===== config.mk =====
export PLATFORM = sky130hd
export DESIGN_NAME = cmd_rsp_handler
export DESIGN_NICKNAME = d
export VERILOG_FILES = /design/src/rtl/cmdrsp_pkg.sv /design/src/rtl/cmdrsp_decode.sv /design/src/rtl/cmdrsp_capture.sv /design/src/rtl/cmdrsp_classify.sv /design/src/rtl/cmd_rsp_handler.sv
export SDC_FILE = /design/constraint.sdc
export NUM_CORES = 1
export LEC_CHECK = 0
export ABC_CLOCK_PERIOD_IN_PS = 4100
export BUFFER_PORTS_ARGS = -buffer_cell sky130_fd_sc_hd__buf_2
export CAP_MARGIN = 10
export CORE_AREA = 2 2 126 141
export DETAILED_ROUTE_END_ITERATION = 16
export DIE_AREA = 0 0 128 143
export PLACE_DENSITY_LB_ADDON = 0.08
export RECOVER_POWER = 50
export SETUP_SLACK_MARGIN = 0.4
export SLEW_MARGIN = 15
export SYNTH_ARGS = -nofsm -noshare
export SYNTH_HDL_FRONTEND = slang
export SYNTH_SLANG_ARGS = --single-unit

===== constraint.sdc =====
create_clock -name clk -period 4.1 [get_ports clk]
set_input_delay 1.025 -clock clk [delete_from_list [all_inputs] [get_ports clk]]
set_output_delay 1.025 -clock clk [all_outputs]
set_load 0.02 [all_outputs]

===== src/rtl/cmdrsp_pkg.sv =====
package cmdrsp_pkg;

  localparam logic [2:0] RT_NONE  = 3'd0;
  localparam logic [2:0] RT_SHORT = 3'd1;
  localparam logic [2:0] RT_LONG  = 3'd2;
  localparam logic [2:0] RT_OCR   = 3'd3;
  localparam logic [2:0] RT_RCA   = 3'd6;

  localparam logic [1:0] CT_DATA  = 2'd3;

  localparam int STS_DONE     = 0;
  localparam int STS_STOP     = 2;
  localparam int STS_TIMEOUT  = 7;
  localparam int STS_OCR_BUSY = 12;
  localparam int STS_CARD_ERR = 14;

  typedef enum logic [1:0] {
    ST_IDLE,
    ST_REQ,
    ST_RESP,
    ST_DONE
  } hstate_t;

  typedef struct packed {
    logic [5:0] idx;
    logic       init0;
    logic       data_xfer;
    logic       dir;
    logic [2:0] rtype;
  } cmd_dec_t;

endpackage


===== src/rtl/cmdrsp_decode.sv =====
module cmdrsp_decode
  import cmdrsp_pkg::*;
(
  input  logic [15:0] word_i,
  output cmd_dec_t    dec_o
);
  logic unused_bits;
  assign unused_bits = ^{word_i[14], word_i[11], word_i[6]};

  always_comb begin
    dec_o.idx       = word_i[5:0];
    dec_o.init0     = word_i[7] && (word_i[5:0] == 6'd0);
    dec_o.data_xfer = (word_i[13:12] == CT_DATA);
    dec_o.dir       = word_i[15];
    // busy variant of type 1 is classified like plain type 1
    dec_o.rtype     = word_i[10:8];
  end
endmodule


===== src/rtl/cmdrsp_capture.sv =====
module cmdrsp_capture #(
  parameter int N_BYTES = 16,
  localparam int CNT_W  = $clog2(N_BYTES + 1)
) (
  input  logic                 clk,
  input  logic                 rst,
  input  logic                 clr,
  input  logic                 beat,
  input  logic [7:0]           byte_in,
  output logic [8*N_BYTES-1:0] bytes_o,
  output logic [CNT_W-1:0]     cnt_o
);
  always_ff @(posedge clk) begin
    if (rst || clr)
      cnt_o <= '0;
    else if (beat && cnt_o != CNT_W'(N_BYTES))
      cnt_o <= cnt_o + 1'b1;
  end

  for (genvar g = 0; g < N_BYTES; g++) begin : g_slot
    always_ff @(posedge clk) begin
      if (rst || clr)
        bytes_o[8*g +: 8] <= '0;
      else if (beat && cnt_o == CNT_W'(g))
        bytes_o[8*g +: 8] <= byte_in;
    end
  end
endmodule


===== src/rtl/cmdrsp_classify.sv =====
module cmdrsp_classify
  import cmdrsp_pkg::*;
#(
  parameter int          N_BYTES  = 16,
  parameter logic [31:0] R1_MASK  = 32'hFDF9_0000,
  parameter logic [15:0] R6_MASK  = 16'hE008,
  parameter int          STOP_IDX = 12,
  localparam int CNT_W = $clog2(N_BYTES + 1),
  localparam int N_HW  = N_BYTES / 2
) (
  input  logic [5:0]           idx_i,
  input  logic [2:0]           rtype_i,
  input  logic [8*N_BYTES-1:0] bytes_i,
  input  logic [CNT_W-1:0]     cnt_i,
  output logic [15:0]          set_o,
  output logic                 store_o,
  output logic [8*N_BYTES-1:0] hw_o
);
  logic [CNT_W-1:0] need;
  logic             short_rsp;
  logic [31:0]      word32;

  assign word32 = {bytes_i[7:0], bytes_i[15:8], bytes_i[23:16], bytes_i[31:24]};

  always_comb begin
    unique case (rtype_i)
      RT_SHORT, RT_OCR, RT_RCA: need = CNT_W'(4);
      RT_LONG:                  need = CNT_W'(N_BYTES);
      default:                  need = '0;
    endcase
    short_rsp = (need != '0) && (cnt_i < need);
    store_o   = (need != '0) && !short_rsp;

    set_o = '0;
    if (short_rsp) begin
      set_o[STS_TIMEOUT] = 1'b1;
    end else begin
      set_o[STS_DONE] = 1'b1;
      if (idx_i == 6'(STOP_IDX)) set_o[STS_STOP] = 1'b1;
      unique case (rtype_i)
        RT_SHORT: if (|(word32 & R1_MASK))        set_o[STS_CARD_ERR] = 1'b1;
        RT_OCR:   if (!word32[31])                set_o[STS_OCR_BUSY] = 1'b1;
        RT_RCA:   if (|(word32[15:0] & R6_MASK))  set_o[STS_CARD_ERR] = 1'b1;
        default: ;
      endcase
    end
  end

  for (genvar k = 0; k < N_HW; k++) begin : g_hw
    assign hw_o[16*(N_HW-1-k) +: 16] = {bytes_i[16*k +: 8], bytes_i[16*k+8 +: 8]};
  end
endmodule


===== src/rtl/cmd_rsp_handler.sv =====
module cmd_rsp_handler
  import cmdrsp_pkg::*;
#(
  parameter int          RSP_BYTES = 16,
  parameter logic [31:0] R1_MASK   = 32'hFDF9_0000,
  parameter logic [15:0] R6_MASK   = 16'hE008,
  parameter int          STOP_IDX  = 12,
  localparam int CNT_W = $clog2(RSP_BYTES + 1)
) (
  input  logic                   clk,
  input  logic                   rst,
  input  logic                   en,
  input  logic                   cmd_wr,
  input  logic [15:0]            cmd_word,
  output logic                   req_valid,
  input  logic                   req_ready,
  output logic [5:0]             req_index,
  input  logic                   rsp_valid,
  output logic                   rsp_ready,
  input  logic [7:0]             rsp_byte,
  input  logic                   rsp_keep,
  input  logic                   rsp_last,
  output logic [15:0]            sts_set,
  output logic                   xfer_start,
  output logic                   xfer_dir,
  output logic [8*RSP_BYTES-1:0] rsp_regs,
  output logic                   busy
);
  hstate_t                state;
  cmd_dec_t               dec;
  logic [5:0]             cur_idx;
  logic [2:0]             cur_rt;
  logic                   accept;
  logic                   beat;
  logic [8*RSP_BYTES-1:0] cap_bytes;
  logic [CNT_W-1:0]       cap_cnt;
  logic [15:0]            cls_set;
  logic                   cls_store;
  logic [8*RSP_BYTES-1:0] cls_hw;

  cmdrsp_decode u_dec (.word_i(cmd_word), .dec_o(dec));

  assign accept    = cmd_wr && en && (state == ST_IDLE);
  assign beat      = (state == ST_RESP) && rsp_valid && rsp_keep;
  assign req_valid = (state == ST_REQ);
  assign rsp_ready = (state == ST_RESP);
  assign busy      = (state != ST_IDLE);
  assign req_index = cur_idx;

  cmdrsp_capture #(.N_BYTES(RSP_BYTES)) u_cap (
    .clk(clk), .rst(rst), .clr(accept), .beat(beat), .byte_in(rsp_byte),
    .bytes_o(cap_bytes), .cnt_o(cap_cnt)
  );

  cmdrsp_classify #(
    .N_BYTES(RSP_BYTES), .R1_MASK(R1_MASK), .R6_MASK(R6_MASK), .STOP_IDX(STOP_IDX)
  ) u_cls (
    .idx_i(cur_idx), .rtype_i(cur_rt), .bytes_i(cap_bytes), .cnt_i(cap_cnt),
    .set_o(cls_set), .store_o(cls_store), .hw_o(cls_hw)
  );

  always_ff @(posedge clk) begin
    if (rst) begin
      state      <= ST_IDLE;
      cur_idx    <= '0;
      cur_rt     <= '0;
      sts_set    <= '0;
      xfer_start <= 1'b0;
      xfer_dir   <= 1'b0;
      rsp_regs   <= '0;
    end else begin
      sts_set    <= '0;
      xfer_start <= 1'b0;
      unique case (state)
        ST_IDLE: begin
          if (accept) begin
            rsp_regs <= '0;
            cur_idx  <= dec.idx;
            cur_rt   <= dec.rtype;
            if (dec.init0) begin
              sts_set[STS_DONE] <= 1'b1;
            end else begin
              state <= ST_REQ;
              if (dec.data_xfer) begin
                xfer_start <= 1'b1;
                xfer_dir   <= dec.dir;
              end
            end
          end
        end
        ST_REQ:  if (req_ready) state <= ST_RESP;
        ST_RESP: if (rsp_valid && rsp_last) state <= ST_DONE;
        ST_DONE: begin
          sts_set <= cls_set;
          if (cls_store) rsp_regs <= cls_hw;
          state <= ST_IDLE;
        end
        default: state <= ST_IDLE;
      endcase
    end
  end
endmodule


==> impl_metrics.env <==
export IMPL_drive_gt1_frac=0.0826
export IMPL_wl_per_cell_um=17.2
export IMPL_r2r_slack_ps=910
export IMPL_cts_max_level=1
export IMPL_top_layer="met4"
export IMPL_ys_ff_latch=279
export IMPL_drtAntennaViolNets=0
export IMPL_synth_ff_type="dfxtp_1"
export IMPL_synth_compound_area_share=0.167
export IMPL_start_util=0.585
export IMPL_synth_top_family_by_area="compound AO/OA/AOI/OAI gates"
export IMPL_worstPathArrival_ps=3660
export IMPL_maxCapViolations=1
export IMPL_gp_congestion=0.738
export IMPL_synth_xor_area_share=0.00268
export IMPL_endpoint="rsp_regs[96]"
export IMPL_synthMuxAreaShare=0.0684
export IMPL_p_leak_nw=4.31
export IMPL_clk_pin_slew_ps=60
export IMPL_final_area_mm2=0.0112
export IMPL_synth_avg_cell_area_um2=10.9
export IMPL_firstDrtPassIters=5
export IMPL_route_layer_met1_wl_um=10300
export IMPL_fin_hold_ws_ps=447
export IMPL_yosys_warnings=0
export IMPL_grt_usage=0.229
export IMPL_clock_skew_final_ps=22.2
export IMPL_clk_latency_ps=530
export IMPL_core_area_mm2=0.0168
export IMPL_ctsHoldBuffers=0
export IMPL_slew_viol_final=41
export IMPL_synth_fa_ha_area_frac=0.0138
export IMPL_cp_end_kind="register"
export IMPL_wl_met2_um=10000
export IMPL_numCtsBuffers=27
export IMPL_via_per_inst=5.53
export IMPL_placed_area_mm2=0.0105
export IMPL_setup_worst_path_start="cur_rt[1]"
export IMPL_reg2reg_from="cur_rt[1]"
export IMPL_postCtsSetupBuffers=0
export IMPL_final_nets=1076
export IMPL_ys_types=48
export IMPL_cts_tree="done"
export IMPL_fin_crit_sh=0.778
export IMPL_ios=187
export IMPL_totalWireLength_um=21700
export IMPL_synthSimpleGateAreaFrac=0.113
export IMPL_port_buffers=172
export IMPL_hold_viol_final=0
export IMPL_instances_no_fill=1261
export IMPL_die_y_um=143
export IMPL_cts_buffer_depth=3
export IMPL_timing_setup_tns_ps=0
export IMPL_numClockSinks=279
export IMPL_fillers=1441
export IMPL_route_detailed_drc=0
export IMPL_rsz0062_at_grt="false"
export IMPL_finalSetupViolCount=0
export IMPL_netlist_area_mm2=0.00980
export IMPL_layout_commonest_cell="dfxtp_1"
export IMPL_antenna_found_initial=0
export IMPL_vias=6974
export IMPL_clockRootBuffer="clkbuf_16"
export IMPL_critPathRequiredTime_ps=4570
export IMPL_place_ws_ps=1130
export IMPL_overflow=0
export IMPL_criticalPathCategory="reg -> reg"
export IMPL_hold_class="reg -> reg"
export IMPL_place_hpwl_um=13500
export IMPL_synthArstFlopShare=0
export IMPL_r2r_end="rsp_regs[96]"
export IMPL_fin_crit_ps=3190
export IMPL_area_growth_pct=13.9
export IMPL_grt_max_degree=129
export IMPL_antenna_cells=0
export IMPL_final_cell_mix="dfxtp_1, clkbuf_1, a22o_1"
export IMPL_peakVddDrop_mv=0.377
export IMPL_tightestPinTransition_ps=1670
export IMPL_syn_inst=901
export IMPL_die_area_mm2=0.0183
export IMPL_ys_seq_area_frac=0.570
export IMPL_finalWorstSetupSlack_ps=911
export IMPL_synth_edf_count=0
export IMPL_dp_cells=1213
export IMPL_die_width_um=128
export IMPL_rows=50
export IMPL_finalPower_mw=5.66
export IMPL_grt_pass1_wl_um=33700
export IMPL_grt_pass1_vias=6250
export IMPL_max_freq_mhz=314
export IMPL_final_core_util=0.666
export IMPL_crit_fanout=56
export IMPL_p_per_area_mw_per_mm2=507
export IMPL_crit_path_start_kind="register"
export IMPL_violations="max-capacitance violations, max-slew violations"
export IMPL_worst_r2r_path_depth=8
export IMPL_cts_resized=0
export IMPL_relSlewSlack=-0.114
export IMPL_drt_initial_drc_count=427
export IMPL_outcome="finished with violations"
export IMPL_met3_length_um=944
-- synthesized netlist by cell type, types with 3 or more instances --
cell,n,share of area
nand2_1,45,0.017
nand2b_1,6,0.0038
and3_1,3,0.0019
and4b_1,4,0.0041
nand4b_1,4,0.0036
ha_1,10,0.013
a22o_1,128,0.11
nand4_1,4,0.0026
buf_2,22,0.011
dfxtp_1,279,0.57
a21oi_1,20,0.010
o21ai_0,57,0.029
nor2_1,72,0.028
nand3_1,61,0.031
nand3_2,3,0.0031
and2_1,3,0.0019
nor2b_1,7,0.0045
a311o_1,3,0.0031
buf_4,11,0.0084
clkbuf_1,34,0.013
nor4_1,4,0.0026
inv_1,8,0.0031
nor3_1,6,0.0031
buf_12,13,0.027
mux2i_1,67,0.068
-- area by class of cell --
cell class	instances	area (um2)	share of cell area
Clock buffer	38	787	0.0705
Multi-Input combinational cell	541	3620	0.325
Tap cell	208	260	0.0233
Clock inverter	10	118	0.0105
Sequential cell	279	5590	0.501
Timing Repair Buffer	177	754	0.0676
Inverter	8	30.0	0.00269
-- kinds of logic (layout without fill, tap and decap cells) --
kind of cell             Yosys count  after routing
adder cells (fa/ha/maj)           11             11
buffers and inverters             91            233
other                              1             11
flip-flops                       279            279
XOR/XNOR                           3              3
multiplexers                      67             67
AO/OA/AOI/OAI                    219            219
AND/OR/NAND/NOR                  230            230
-- report_power, final --
group	total (mW)	switching [mW]	internal (mW)
Clock	2.47	1.01	1.46
Combinational	0.429	0.323	0.106
Sequential	2.76	0.0226	2.73
-- layer usage --
layer / track usage / vias up
li1: - / 3475
met2: 0.361 / 157
met5: 0 / -
met1: 0.331 / 3316
met4: 0.0682 / 0
met3: 0.0300 / 26
-- registers in the layout, summed over array words and instances, names as in the netlist --
| signal | count |
|---|---|
| u_cap.cnt_o | 5 |
| cur_rt | 3 |
| sts_set | 5 |
| state | 2 |
| rsp_regs | 128 |
| xfer_start | 1 |
| xfer_dir | 1 |
| req_index | 6 |
| u_cap.bytes_o | 128 |
-- worst max-delay path, stage by stage, from the launching register on --
cell and delay [ps]:
dfxtp_1 440, nand2b_1 120, or2_2 290, ha_1 330, o21a_1 130, a311o_1 360, a31oi_4 210, clkbuf_2 940
a22o_1 280
-- worst min-delay path by stage --
stage | startpoint | cells past startpoint | slack, ps | to
final | req_index[4] | 1 | 450 | sts_set[2]
after global routing | req_index[5] | 1 | 460 | sts_set[2]
after CTS | req_index[4] | 1 | 440 | sts_set[2]
after detailed placement | req_index[4] | 1 | 430 | sts_set[2]
after global placement | req_index[4] | 1 | 430 | sts_set[2]
after floorplan | u_cap.bytes_o[120] | 2 | 440 | u_cap.bytes_o[120]
Power figures use the tool's default switching activity.
